[config.mk]
export PLATFORM = sky130hd
export DESIGN_NAME = serial_rate_gen
export DESIGN_NICKNAME = d
export VERILOG_FILES = /design/src/rtl/serial_rate_pkg.sv /design/src/rtl/rate_prescaler.sv /design/src/rtl/rate_timer.sv /design/src/rtl/rate_subdiv.sv /design/src/rtl/rx_vote.sv /design/src/rtl/serial_rate_gen.sv
export SDC_FILE = /design/constraint.sdc
export NUM_CORES = 1
export LEC_CHECK = 0
export BUFFER_PORTS_ARGS = -buffer_cell sky130_fd_sc_hd__buf_2
export CAP_MARGIN = 20
export CORE_MARGIN = 8
export CORE_UTILIZATION = 45
export DETAILED_ROUTE_END_ITERATION = 6
export PLACE_DENSITY = 0.71
export SYNTH_ARGS = -nofsm -noshare
export SYNTH_HDL_FRONTEND = slang
export SYNTH_HIERARCHICAL = 1
export SYNTH_SLANG_ARGS = --single-unit
export TNS_END_PERCENT = 100
[constraint.sdc]
create_clock -name clk -period 1.89 [get_ports clk]
set_input_delay 0.0945 -clock clk [delete_from_list [all_inputs] [get_ports clk]]
set_output_delay 0.0945 -clock clk [all_outputs]
set_load 0.01 [all_outputs]
[src/rtl/serial_rate_pkg.sv]
package serial_rate_pkg;

   // majority of three samples
   function automatic logic vote3(input logic a, input logic b, input logic c);
      return (a & b) | (a & c) | (b & c);
   endfunction

   // position of the first vote sample inside a bit of n ticks
   function automatic int vote_first(input int n);
      return (n / 2) - 1;
   endfunction

endpackage

[src/rtl/rate_prescaler.sv]
module rate_prescaler #(
   parameter int PRE_DIV = 4
) (
   input  logic clk,
   input  logic rst_n,
   input  logic run,
   input  logic restart,
   output logic pre_en
);
   localparam int PW = (PRE_DIV > 2) ? $clog2(PRE_DIV) : 1;
   localparam logic [PW-1:0] LAST = PW'(PRE_DIV - 1);

   logic [PW-1:0] cnt;

   initial begin : param_chk
      assert (PRE_DIV >= 2) else $error("PRE_DIV must be at least 2");
   end

   always_ff @(posedge clk) begin
      if (!rst_n)
         cnt <= '0;
      else if (restart)
         cnt <= '0;
      else if (cnt == LAST)
         cnt <= '0;
      else
         cnt <= cnt + 1'b1;
   end

   assign pre_en = run && (cnt == LAST);


   hold_when_idle_chk: assert property (@(posedge clk) disable iff (!rst_n)
      !run |=> (cnt == '0));

endmodule

[src/rtl/rate_timer.sv]
module rate_timer #(
   parameter int W = 8
) (
   input  logic         clk,
   input  logic         rst_n,
   input  logic         restart,
   input  logic [W-1:0] load_val,
   input  logic         pre_en,
   output logic         tick
);
   logic [W-1:0] tmr;

   initial begin : param_chk
      assert (W >= 1 && W <= 16) else $error("reload width out of range");
   end

   always_ff @(posedge clk) begin
      if (!rst_n)
         tmr <= '0;
      else if (restart)
         tmr <= load_val;
      else if (pre_en) begin
         if (tmr == '0)
            tmr <= load_val;
         else
            tmr <= tmr - 1'b1;
      end
   end

   assign tick = pre_en && (tmr == '0);

endmodule

[src/rtl/rate_subdiv.sv]
module rate_subdiv
   import serial_rate_pkg::*;
#(
   parameter int SLOW_OVS = 16,
   parameter int FAST_OVS = 4
) (
   input  logic clk,
   input  logic rst_n,
   input  logic restart,
   input  logic tick,
   input  logic fast_sel,
   input  logic sync_sel,
   output logic sample_tick,
   output logic bit_tick,
   output logic vote_pick,
   output logic vote_last
);
   localparam int SW = $clog2(SLOW_OVS);
   localparam logic [SW-1:0] SLOW_LIM = SW'(SLOW_OVS - 1);
   localparam logic [SW-1:0] FAST_LIM = SW'(FAST_OVS - 1);
   localparam logic [SW-1:0] SLOW_V0  = SW'(vote_first(SLOW_OVS));
   localparam logic [SW-1:0] FAST_V0  = SW'(vote_first(FAST_OVS));

   logic [SW-1:0] sub;
   logic [SW-1:0] lim;
   logic [SW-1:0] v0;
   logic          in_window;

   initial begin : param_chk
      assert (FAST_OVS >= 4) else $error("FAST_OVS must be at least 4");
      assert (SLOW_OVS >= FAST_OVS) else $error("SLOW_OVS below FAST_OVS");
   end

   assign lim = fast_sel ? FAST_LIM : SLOW_LIM;
   assign v0  = fast_sel ? FAST_V0  : SLOW_V0;

   always_ff @(posedge clk) begin
      if (!rst_n)
         sub <= '0;
      else if (restart || sync_sel)
         sub <= '0;
      else if (tick) begin
         if (sub >= lim)
            sub <= '0;
         else
            sub <= sub + 1'b1;
      end
   end

   assign in_window   = (sub == v0) || (sub == v0 + 1'b1) || (sub == v0 + 2'd2);
   assign sample_tick = tick && !sync_sel;
   assign bit_tick    = tick && (sync_sel || (sub >= lim));
   assign vote_pick   = sample_tick && in_window;
   assign vote_last   = sample_tick && (sub == v0 + 2'd2);

endmodule

[src/rtl/rx_vote.sv]
module rx_vote
   import serial_rate_pkg::*;
#(
   parameter int SYNC_STAGES = 2
) (
   input  logic clk,
   input  logic rst_n,
   input  logic clear,
   input  logic rx_in,
   input  logic pick,
   input  logic last,
   output logic rx_bit,
   output logic rx_valid
);
   logic [SYNC_STAGES-1:0] chain;
   logic                   rx_s;
   logic [1:0]             held;

   initial begin : param_chk
      assert (SYNC_STAGES >= 2) else $error("SYNC_STAGES must be at least 2");
   end

   for (genvar i = 0; i < SYNC_STAGES; i++) begin : g_sync
      if (i == 0) begin : g_head
         always_ff @(posedge clk) begin
            if (!rst_n) chain[0] <= 1'b1;
            else        chain[0] <= rx_in;
         end
      end else begin : g_tail
         always_ff @(posedge clk) begin
            if (!rst_n) chain[i] <= 1'b1;
            else        chain[i] <= chain[i-1];
         end
      end
   end

   assign rx_s = chain[SYNC_STAGES-1];

   always_ff @(posedge clk) begin
      if (!rst_n) begin
         held     <= '0;
         rx_bit   <= 1'b1;
         rx_valid <= 1'b0;
      end else if (clear) begin
         held     <= '0;
         rx_valid <= 1'b0;
      end else begin
         rx_valid <= 1'b0;
         if (last) begin
            rx_bit   <= vote3(held[1], held[0], rx_s);
            rx_valid <= 1'b1;
         end else if (pick) begin
            held <= {held[0], rx_s};
         end
      end
   end

endmodule

[src/rtl/serial_rate_gen.sv]
module serial_rate_gen #(
   parameter int RELOAD_W    = 8,
   parameter int PRE_DIV     = 4,
   parameter int SLOW_OVS    = 16,
   parameter int FAST_OVS    = 4,
   parameter int SYNC_STAGES = 2
) (
   input  logic                clk,
   input  logic                rst_n,
   input  logic                enable,
   input  logic                reload_wr,
   input  logic [RELOAD_W-1:0] reload_data,
   input  logic                fast_sel,
   input  logic                sync_sel,
   input  logic                rx_in,
   output logic                sample_tick,
   output logic                bit_tick,
   output logic                rx_bit,
   output logic                rx_bit_valid
);
   logic [RELOAD_W-1:0] reload_q;
   logic [RELOAD_W-1:0] load_val;
   logic                restart;
   logic                pre_en;
   logic                tmr_tick;
   logic                vote_pick;
   logic                vote_last;

   always_ff @(posedge clk) begin
      if (!rst_n)
         reload_q <= '0;
      else if (reload_wr)
         reload_q <= reload_data;
   end

   assign restart  = reload_wr || !enable;
   assign load_val = reload_wr ? reload_data : reload_q;

   rate_prescaler #(.PRE_DIV(PRE_DIV)) u_pre (
      .clk(clk), .rst_n(rst_n), .run(enable), .restart(restart), .pre_en(pre_en)
   );

   rate_timer #(.W(RELOAD_W)) u_tmr (
      .clk(clk), .rst_n(rst_n), .restart(restart), .load_val(load_val),
      .pre_en(pre_en), .tick(tmr_tick)
   );

   rate_subdiv #(.SLOW_OVS(SLOW_OVS), .FAST_OVS(FAST_OVS)) u_sub (
      .clk(clk), .rst_n(rst_n), .restart(restart), .tick(tmr_tick),
      .fast_sel(fast_sel), .sync_sel(sync_sel), .sample_tick(sample_tick),
      .bit_tick(bit_tick), .vote_pick(vote_pick), .vote_last(vote_last)
   );

   rx_vote #(.SYNC_STAGES(SYNC_STAGES)) u_vote (
      .clk(clk), .rst_n(rst_n), .clear(restart), .rx_in(rx_in),
      .pick(vote_pick), .last(vote_last), .rx_bit(rx_bit), .rx_valid(rx_bit_valid)
   );


   bit_on_tick_chk: assert property (@(posedge clk) disable iff (!rst_n)
      bit_tick |-> (sample_tick || sync_sel));


   valid_after_sample_chk: assert property (@(posedge clk) disable iff (!rst_n)
      rx_bit_valid |-> $past(sample_tick));


   no_vote_in_sync_chk: assert property (@(posedge clk) disable iff (!rst_n)
      (sync_sel && $past(sync_sel)) |-> !rx_bit_valid);


   quiet_after_write_chk: assert property (@(posedge clk) disable iff (!rst_n)
      $past(reload_wr) |-> !tmr_tick);

endmodule

==> results of run 1 <==
[power by group through the flow]
stage                     Clock (mW)  Combinational (mW)  Sequential [mW]
after floorplan                    0               0.160            0.653
after global placement             0               0.220            0.657
after detailed placement           0               0.227            0.658
after CTS                      0.253               0.237            0.644
after global routing           0.269               0.263            0.649
final                          0.237               0.237            0.645
[layout by cell type (no fill, tap or decap), drive strengths merged, types with 2 or more instances in the layout]
cell,netlist,final
nand2,9,9
a32oi,2,2
buf,2,30
dfxtp,28,28
a21oi,6,6
o21a,2,2
nand2b,6,6
nor3b,3,3
nor3,3,3
a22oi,2,2
and3,3,3
o211ai,4,4
o21ai,8,8
nand3,2,2
nor2,12,12
a31oi,2,2
ha,6,6
a211oi,2,2
nand3b,2,2
nor4b,2,2
mux2i,4,4
mux2,9,9
xor2,5,5
clkbuf,2,3
and2,9,9
inv,5,5
[repair_timing]
action | 4_1_cts | 5_1_grt
hold buffers | 1 | 0
hold endpoints to repair | 1 | 0
setup buffers | 2 | 2
endpoints found under the setup margin | 1 | 2
gates cloned | 0 | 0
gates resized for setup | 0 | 5
pin swaps | 0 | 4
[final cells by class]
class,count,area share [%]
clock buffers,3,1.249
inverters,5,1.319
multi-input cells,117,52.12
flip-flops and latches,28,31.37
well taps,46,3.192
repair buffers,31,10.76
[worst max-delay path: stages (launching register included)]
cell and delay [ns]:
dfxtp_2 0.36, inv_4 0.07, ha_4 0.13, nor3b_4 0.18, and3_4 0.21, buf_6 0.10
o21ai_2 0.06, o21ai_1 0.11, buf_2 0.14
[logic make-up after synthesis]
| family | synth area share, % |
|---|---|
| and+or+nand+nor | 24.11 |
| AOI/OAI and AO/OA | 15.79 |
| DFF | 37.24 |
| muxes | 11.39 |
| buffers and inverters | 2.993 |
| xor gates and xnor gates | 3.491 |
| adders and majority gates | 4.987 |
[layer usage]
metal  global-route usage [%]  routed length (microns)  vias to the layer above
met3                    4.366                      176                        2
met4                    2.217                       17                        0
met2                    21.46                     1579                       27
met1                    15.59                     1482                      589
met5                        0                        0                        -
li1                         -                        -                      614
[state kept, by name, indices dropped and copies added (netlist names)]
name	cells
reload_q	8
u_tmr/tmr	8
u_sub/sub	4
u_pre/cnt	2
u_vote/held	2
u_vote/chain	1
u_vote/rx_bit	1
u_vote/rx_s	1
u_vote/rx_valid	1
[worst min-delay path by stage]
stage | slack, ns | end | cells past startpoint
finish | 0.11 | reload_q[1] | 3
global route | 0.11 | reload_q[7] | 3
CTS | 0.09 | reload_q[1] | 3
detailed placement | 0.29 | u_vote/chain[0] | 2
global placement | 0.28 | u_vote/chain[0] | 2
floorplan | 0.17 | u_vote/chain[0] | 1
==> flow_metrics.tcl, run 1 <==
set metrics [dict create \
    fmax_mhz 563.0 \
    grt_usage_pct 12.86 \
    r2r-end "u_vote/held[1]" \
    startpoint "u_tmr/tmr[0]" \
    arrival_ns 1.68 \
    drive_gt1_share_pct 35.33 \
    dp_hpwl_microns 2463 \
    syn_area_sq_um 1505 \
    die-area_sq_um 5452 \
    ys_seq_area_share_pct 37.24 \
    clock_latency_ns 0.32 \
    power.internal_uw 818.6 \
    finalNonFillerCells 230 \
    timing.rr.start "u_tmr/tmr[0]" \
    syn_nets 175 \
    critPathMaxFanout 4 \
    portBuffers 18 \
    clockBufferDepth 2 \
    cp_data_required_time_ns 1.80 \
    wl_microns 3255 \
    via_per_inst 5.357 \
    seq_area_sq_um 565.5 \
    power_density_nw_per_um2 621.0 \
    gp_congestion 0.8741 \
    slew_viol_final 0 \
    cts_sinks 28 \
    endpoint "bit_tick" \
    finalPower_mw 1.120 \
    nFillCells 293 \
    outcome "finished, final reports clean" \
    place_inst 222 \
    cts-root-buf "clkbuf_4" \
    fin_area_sq_um 1803 \
    p_switching_uw 301.0 \
    r2r_slack_ns 0.14 \
    grt_pass1_wl_microns 5478 \
    seq_power_share_pct 57.6 \
    synth.distinct_cells 49 \
    multi_input_area_sq_um 939.7 \
    ys_seq_elements 28 \
    fin_crit_ns 1.776 \
    finalSetupTns_ns 0 \
    synth_top_area_share_pct 37.24 \
    critPathLaunchType "register" \
    syn_avg_cell_area_sq_um 9.774 \
    fin_crit_sh_pct 93.98 \
    hold_path_class "in2reg" \
    num_rows 21 \
    hold_violations 0 \
    postSynthCellCount 154 \
    grt_max_degree 19 \
    pwr-share-comb_pct 21.2 \
    yosysMostFrequentCell "dfxtp_1" \
    critPathKind "reg2out" \
    dr.pass1.iters 4 \
    p_sw_share_pct 26.88 \
    drc 0 \
    pre_cts_slack_ns 0.1034 \
    fp.dieH_microns 73.84 \
    reg2reg_depth 10 \
    placed_cell_area_sq_um 1725 \
    cts_buffers 3 \
    diodes 0 \
    relSlewSlack_pct 75.80 \
    start_util_pct 45.83 \
    num-nets-final 207 \
    wl_per_cell_microns 14.15 \
    antenna_found_initial 0 \
    cts_htree_levels 1 \
    endpoint_kind "output port" \
    worstMarginPinSlew_ns 0.3614 \
    ys.flop_type "dfxtp_1" \
    ant_nets 0 \
    p_leak_nw 0.7422 \
    ir_drop_uv 365.0 \
    vias 1232 \
    cts.reportedPaths.clkPinSlew_ns 0.14 \
    gr-total-overflow 0 \
    tritoncts "done" \
    core-area_sq_um 3284 \
    setup_viol 0 \
    synth_top_area_cell "dfxtp_1" \
    post-route-util_pct 54.90 \
    dieWidth_microns 73.84 \
    worst_slack_ns 0.1138 \
    synth_common_cells "dfxtp_1 (28), nor2_1 (12), nand2_1 (9)" \
    synth.top_cells.by_area "dfxtp_1 (37%), mux2_4 (8.0%), ha_1 (5.0%), nor2_1 (3.0%), and2_1 (2.9%)" \
    clkPwrFrac_pct 21.2 \
    area_growth_pct 19.78 \
    fin_skew_ns 0.004893 \
    drtIter0Drc 45 \
    min_from "reload_data[1]" \
    hold_ws_ns 0.1064 \
    synthArstFlopShare_pct 0 \
    synth_edf_count 0 \
    ios 19 \
    max_cap_viol_count 0 \
    yosysWarnings 6 \
    grt_pass1_vias 1219 \
]
Note: power is estimated with default switching activity, not from simulation.
==> run 2, diff against run 1 <==
--- a/config.mk
+++ b/config.mk
@@ -9,6 +9,7 @@
 export CAP_MARGIN = 20
 export CORE_MARGIN = 8
 export CORE_UTILIZATION = 45
+export CTS_CLUSTER_SIZE = 8
 export DETAILED_ROUTE_END_ITERATION = 6
 export PLACE_DENSITY = 0.71
 export SYNTH_ARGS = -nofsm -noshare
==> constraint.sdc (replaced) <==
create_clock -name clk -period 1.89 [get_ports clk]
set_input_delay 0.2835 -clock clk [delete_from_list [all_inputs] [get_ports clk]]
set_output_delay 0.2835 -clock clk [all_outputs]
set_load 0.01 [all_outputs]
==> flow_metrics.tcl, run 2 (synthesized netlist as in run 1, its figures left out) <==
set metrics [dict create \
    outcome "finished with violations" \
    violations "setup timing" \
    grt_max_degree 19 \
    mostFrequentLayoutCell "dfxtp_1" \
    rsz0062_at_grt "true" \
    num-nets-final 215 \
    portBuffers 18 \
    cts_sinks 28 \
    cts_hold_buf 0 \
    power_density_nw_per_um2 607.1 \
    nFillCells 312 \
    power.internal_uw 836.5 \
    setup_viol 1 \
    worst_slack_ns -0.05339 \
    pre_cts_slack_ns 0.07910 \
    final_cell_mix "dfxtp_1 (22), buf_4 (20), buf_2 (17)" \
    wl_microns 3412 \
    fin_crit_sh_pct 102.8 \
    arrival_ns 1.66 \
    wl_per_cell_microns 14.34 \
    r2r_slack_ns 0.10 \
    via_per_inst 5.277 \
    vias 1256 \
    reg2reg_depth 10 \
    gr-total-overflow 0 \
    start_util_pct 45.83 \
    clkPwrFrac_pct 20.5 \
    area_growth_pct 25.44 \
    slew_viol_final 0 \
    ir_drop_uv 328.9 \
    startpoint "u_tmr/tmr[0]" \
    dp_hpwl_microns 2490 \
    ant_nets 0 \
    cts_buffers 3 \
    fp.dieH_microns 73.84 \
    cts_htree_levels 1 \
    max_cap_viol_count 0 \
    critPathMaxFanout 3 \
    grt_pass1_wl_microns 5844 \
    hold_path_class "in2reg" \
    r2r-end "u_vote/held[1]" \
    finalSetupTns_ns -0.05339 \
    p_leak_nw 0.7800 \
    placed_cell_area_sq_um 1725 \
    num_rows 21 \
    finalNonFillerCells 238 \
    hold_violations 0 \
    hold_ws_ns 0.1475 \
    worstMarginPinSlew_ns 0.4206 \
    grt_pass1_vias 1310 \
    clock_latency_ns 0.31 \
    clockBufferDepth 2 \
    endpoint_kind "output port" \
    cp_data_required_time_ns 1.61 \
    diodes 0 \
    drtIter0Drc 49 \
    drive_gt1_share_pct 40.63 \
    pwr-share-comb_pct 23.3 \
    whs_path_depth 2 \
    post-route-util_pct 57.49 \
    fin_skew_ns 0.008376 \
    p_sw_share_pct 27.02 \
    die-area_sq_um 5452 \
    cts.reportedPaths.clkPinSlew_ns 0.14 \
    critPathLaunchType "register" \
    endpoint "bit_tick" \
    critPathKind "reg2out" \
    p_switching_uw 309.7 \
    relSlewSlack_pct 71.96 \
    dr.pass1.iters 4 \
    grt_usage_pct 13.55 \
    cts-root-buf "clkbuf_4" \
    tritoncts "done" \
    seq_power_share_pct 56.2 \
    fmax_mhz 514.6 \
    dieWidth_microns 73.84 \
    gp_congestion 0.8636 \
    core-area_sq_um 3284 \
    ios 19 \
    place_inst 222 \
    drc 0 \
    fin_area_sq_um 1888 \
    fin_crit_ns 1.943 \
    antenna_found_initial 0 \
    finalPower_mw 1.146 \
    timing.rr.start "u_tmr/tmr[0]" \
    reg_top3 "reload_q (8), u_tmr/tmr (8), u_sub/sub (4)" \
]
run 2: changes by cell type in the layout (fill, tap and decap cells not counted), sizes merged:
cell | previous run | this run
buf | 30 | 39
dlygate4sd3 | 1 | 0
run 2: power groups by stage:
stage	logic [mW]	registers (mW)	clock network (mW)
3_5_place_dp	0.228	0.659	0
6_report	0.267	0.644	0.235
3_3_place_gp	0.220	0.657	0
5_1_grt	0.293	0.647	0.265
2_1_floorplan	0.160	0.653	0
4_1_cts	0.251	0.643	0.251
run 2: how the worst min path moves through the flow:
stage	start	to	slack (ns)
finish	rx_in	u_vote/chain[0]	0.15
floorplan	rst_n	u_vote/chain[0]	0.36
global route	rx_in	u_vote/chain[0]	0.14
CTS	rx_in	u_vote/chain[0]	0.14
global placement	u_vote/chain[0]	u_vote/rx_s	0.40
detailed placement	u_vote/chain[0]	u_vote/rx_s	0.40
run 2: layout make-up:
cell class	instances	area (sq um)	area share, %
inverters	5	23.77	1.259
well taps	46	57.56	3.048
multi-input cells	117	955.9	50.63
flip-flops and latches	28	570.5	30.22
repair buffers	39	257.7	13.65
clock buffers	3	22.52	1.193
run 2: layer usage:
metal | track usage (%) | share of wire, % | vias up
met1 | 15.89 | 45 | 606
met2 | 24.02 | 50 | 18
met5 | 0 | 0 | -
li1 | - | - | 630
met3 | 2.592 | 3.8 | 2
met4 | 3.991 | 0.79 | 0
run 2: what timing repair did:
item                                    4_1_cts  5_1_grt
cloned                                        0        0
endpoints found under the setup margin        1        4
gates resized for setup                       6        6
pin swaps                                     3        4
setup buffers                                 9        4
run 2: critical path, cell delays in order, from the launching register on:
cell and delay (ns):
dfxtp_2 0.36, inv_4 0.06, ha_4 0.13, nor3b_4 0.19, and3_4 0.21, buf_6 0.11
o21ai_4 0.05, o21ai_1 0.11, buf_2 0.14
==> run 3, diff against run 2 <==
--- a/config.mk
+++ b/config.mk
@@ -6,8 +6,8 @@
 export NUM_CORES = 1
 export LEC_CHECK = 0
 export BUFFER_PORTS_ARGS = -buffer_cell sky130_fd_sc_hd__buf_2
-export CAP_MARGIN = 20
-export CORE_MARGIN = 8
+export CAP_MARGIN = 30
+export CORE_MARGIN = 1
 export CORE_UTILIZATION = 45
 export CTS_CLUSTER_SIZE = 8
 export DETAILED_ROUTE_END_ITERATION = 6
==> flow_metrics.tcl, run 3 (synthesized netlist as in run 1, its figures left out) <==
set metrics [dict create \
    timing.rr.start "u_tmr/tmr[0]" \
    violations "setup timing" \
    drtIter0Drc 49 \
    rsz0062_at_grt "true" \
    num-nets-final 208 \
    tritoncts "done" \
    gp_congestion 0.7832 \
    grt_pass1_wl_microns 5271 \
    pre_cts_slack_ns 0.09213 \
    slew_viol_final 0 \
    cts_sinks 28 \
    gr-total-overflow 0 \
    finalSetupTns_ns -0.08752 \
    reg_top3 "reload_q (8), u_tmr/tmr (8), u_sub/sub (4)" \
    vias 1279 \
    cts_buffers 3 \
    fin_crit_ns 1.978 \
    grt_max_degree 19 \
    finalNonFillerCells 230 \
    dp_hpwl_microns 2381 \
    endpoint_kind "output port" \
    die-area_sq_um 3580 \
    hold_path_class "in2reg" \
    cts_hold_buf 0 \
    final_cell_mix "dfxtp_1 (23), buf_2 (17), buf_4 (13)" \
    portBuffers 18 \
    critPathMaxFanout 3 \
    ant_nets 0 \
    fin_skew_ns 0.008881 \
    num_rows 20 \
    cts-root-buf "clkbuf_4" \
    fp.dieH_microns 59.84 \
    drc 0 \
    startpoint "u_tmr/tmr[0]" \
    antenna_found_initial 0 \
    place_inst 220 \
    max_cap_viol_count 0 \
    setup_viol 1 \
    grt_pass1_vias 1203 \
    finalPower_mw 1.189 \
    crit_path_max_incr_delay_ns 0.36 \
    via_per_inst 5.561 \
    fin_crit_sh_pct 104.6 \
    arrival_ns 1.69 \
    worst_slack_ns -0.08752 \
    start_util_pct 48.51 \
    clockBufferDepth 2 \
    drive_gt1_share_pct 38.71 \
    ios 19 \
    cp_data_required_time_ns 1.61 \
    fmax_mhz 505.7 \
    critPathLaunchType "register" \
    worstMarginPinSlew_ns 0.4077 \
    cts_htree_levels 1 \
    power_density_nw_per_um2 643.6 \
    critPathSlowestCell "dfxtp_2" \
    wl_per_cell_microns 14.64 \
    outcome "finished with violations" \
    dieWidth_microns 59.84 \
    wl_microns 3367 \
    p_leak_nw 0.7537 \
    ir_drop_uv 328.4 \
    r2r_slack_ns 0.09 \
    cts.reportedPaths.clkPinSlew_ns 0.15 \
    endpoint "bit_tick" \
    critPathKind "reg2out" \
    area_growth_pct 22.78 \
    mostFrequentLayoutCell "dfxtp_1" \
    diodes 0 \
    clock_latency_ns 0.33 \
    hold_violations 0 \
    core-area_sq_um 3103 \
    crit_chain "inv_2 > ha_4 > nor3b_4 > and3_4 > buf_6 > o21ai_4 > o21ai_2 > buf_2" \
    hold_ws_ns 0.1289 \
    grt_usage_pct 19.70 \
    reg2reg_depth 10 \
    relSlewSlack_pct 72.82 \
    r2r-end "u_vote/held[1]" \
    dr.pass1.iters 4 \
]
[run 3: cell count changes in the layout (fill, tap and decap cells not counted), sizes merged]
cell	before	now
buf	39	32
clkbuf	3	4
[run 3: worst min path at each step]
| stage | start | to | slack, ns | depth (start not counted) |
|---|---|---|---|---|
| 3_3_place_gp | u_vote/chain[0] | u_vote/rx_s | 0.40 | 1 |
| 5_1_grt | rx_in | u_vote/chain[0] | 0.12 | 2 |
| 4_1_cts | rx_in | u_vote/chain[0] | 0.15 | 2 |
| 6_report | rx_in | u_vote/chain[0] | 0.13 | 2 |
| 2_1_floorplan | rst_n | u_vote/chain[0] | 0.36 | 1 |
| 3_5_place_dp | u_vote/chain[0] | u_vote/rx_s | 0.42 | 1 |
[run 3: area by class of cell]
type / instances / area, sq um
clock buffer: 4 / 36.28
inverter: 5 / 21.27
fill: 296 / 1255
timing repair buffer: 32 / 205.2
sequential: 28 / 566.8
tap: 44 / 55.05
multi-input combinational: 117 / 963.4
[run 3: critical path: cells and delay by family (launching register included)]
kind | cells | cell delay, ns
compound gates | 2 | 0.18
flops | 1 | 0.36
simple gates | 2 | 0.40
buf+inv | 3 | 0.32
fa+ha+maj | 1 | 0.12
[run 3: where the power goes]
part / internal [mW] / leakage (nW) / switching (mW)
registers: 0.619 / 0.231 / 0.0257
logic: 0.129 / 0.501 / 0.119
clock network: 0.118 / 0.0210 / 0.178
total: 0.866 / 0.754 / 0.323
[run 3: stage by stage]
step           cell area [sq um]  utilization (%)
4_1_cts                     1808            58.27
5_1_grt                     1848            59.56
2_1_floorplan               1549                -
6_report                    1848            59.56
3_3_place_gp                1723            55.52
3_5_place_dp                1723            55.52
[run 3: layer usage]
| metal | share of wire (%) | global-route usage, % |
|---|---|---|
| met4 | 1.4 | 6.645 |
| met5 | 0 | 0 |
| met3 | 4.3 | 2.814 |
| met1 | 45 | 25.30 |
| met2 | 50 | 33.65 |
[run 3: repair_timing]
action	CTS	global route
setup buffers	5	1
endpoints found under the setup margin	2	2
gates resized for setup	4	6
pin swaps	2	2
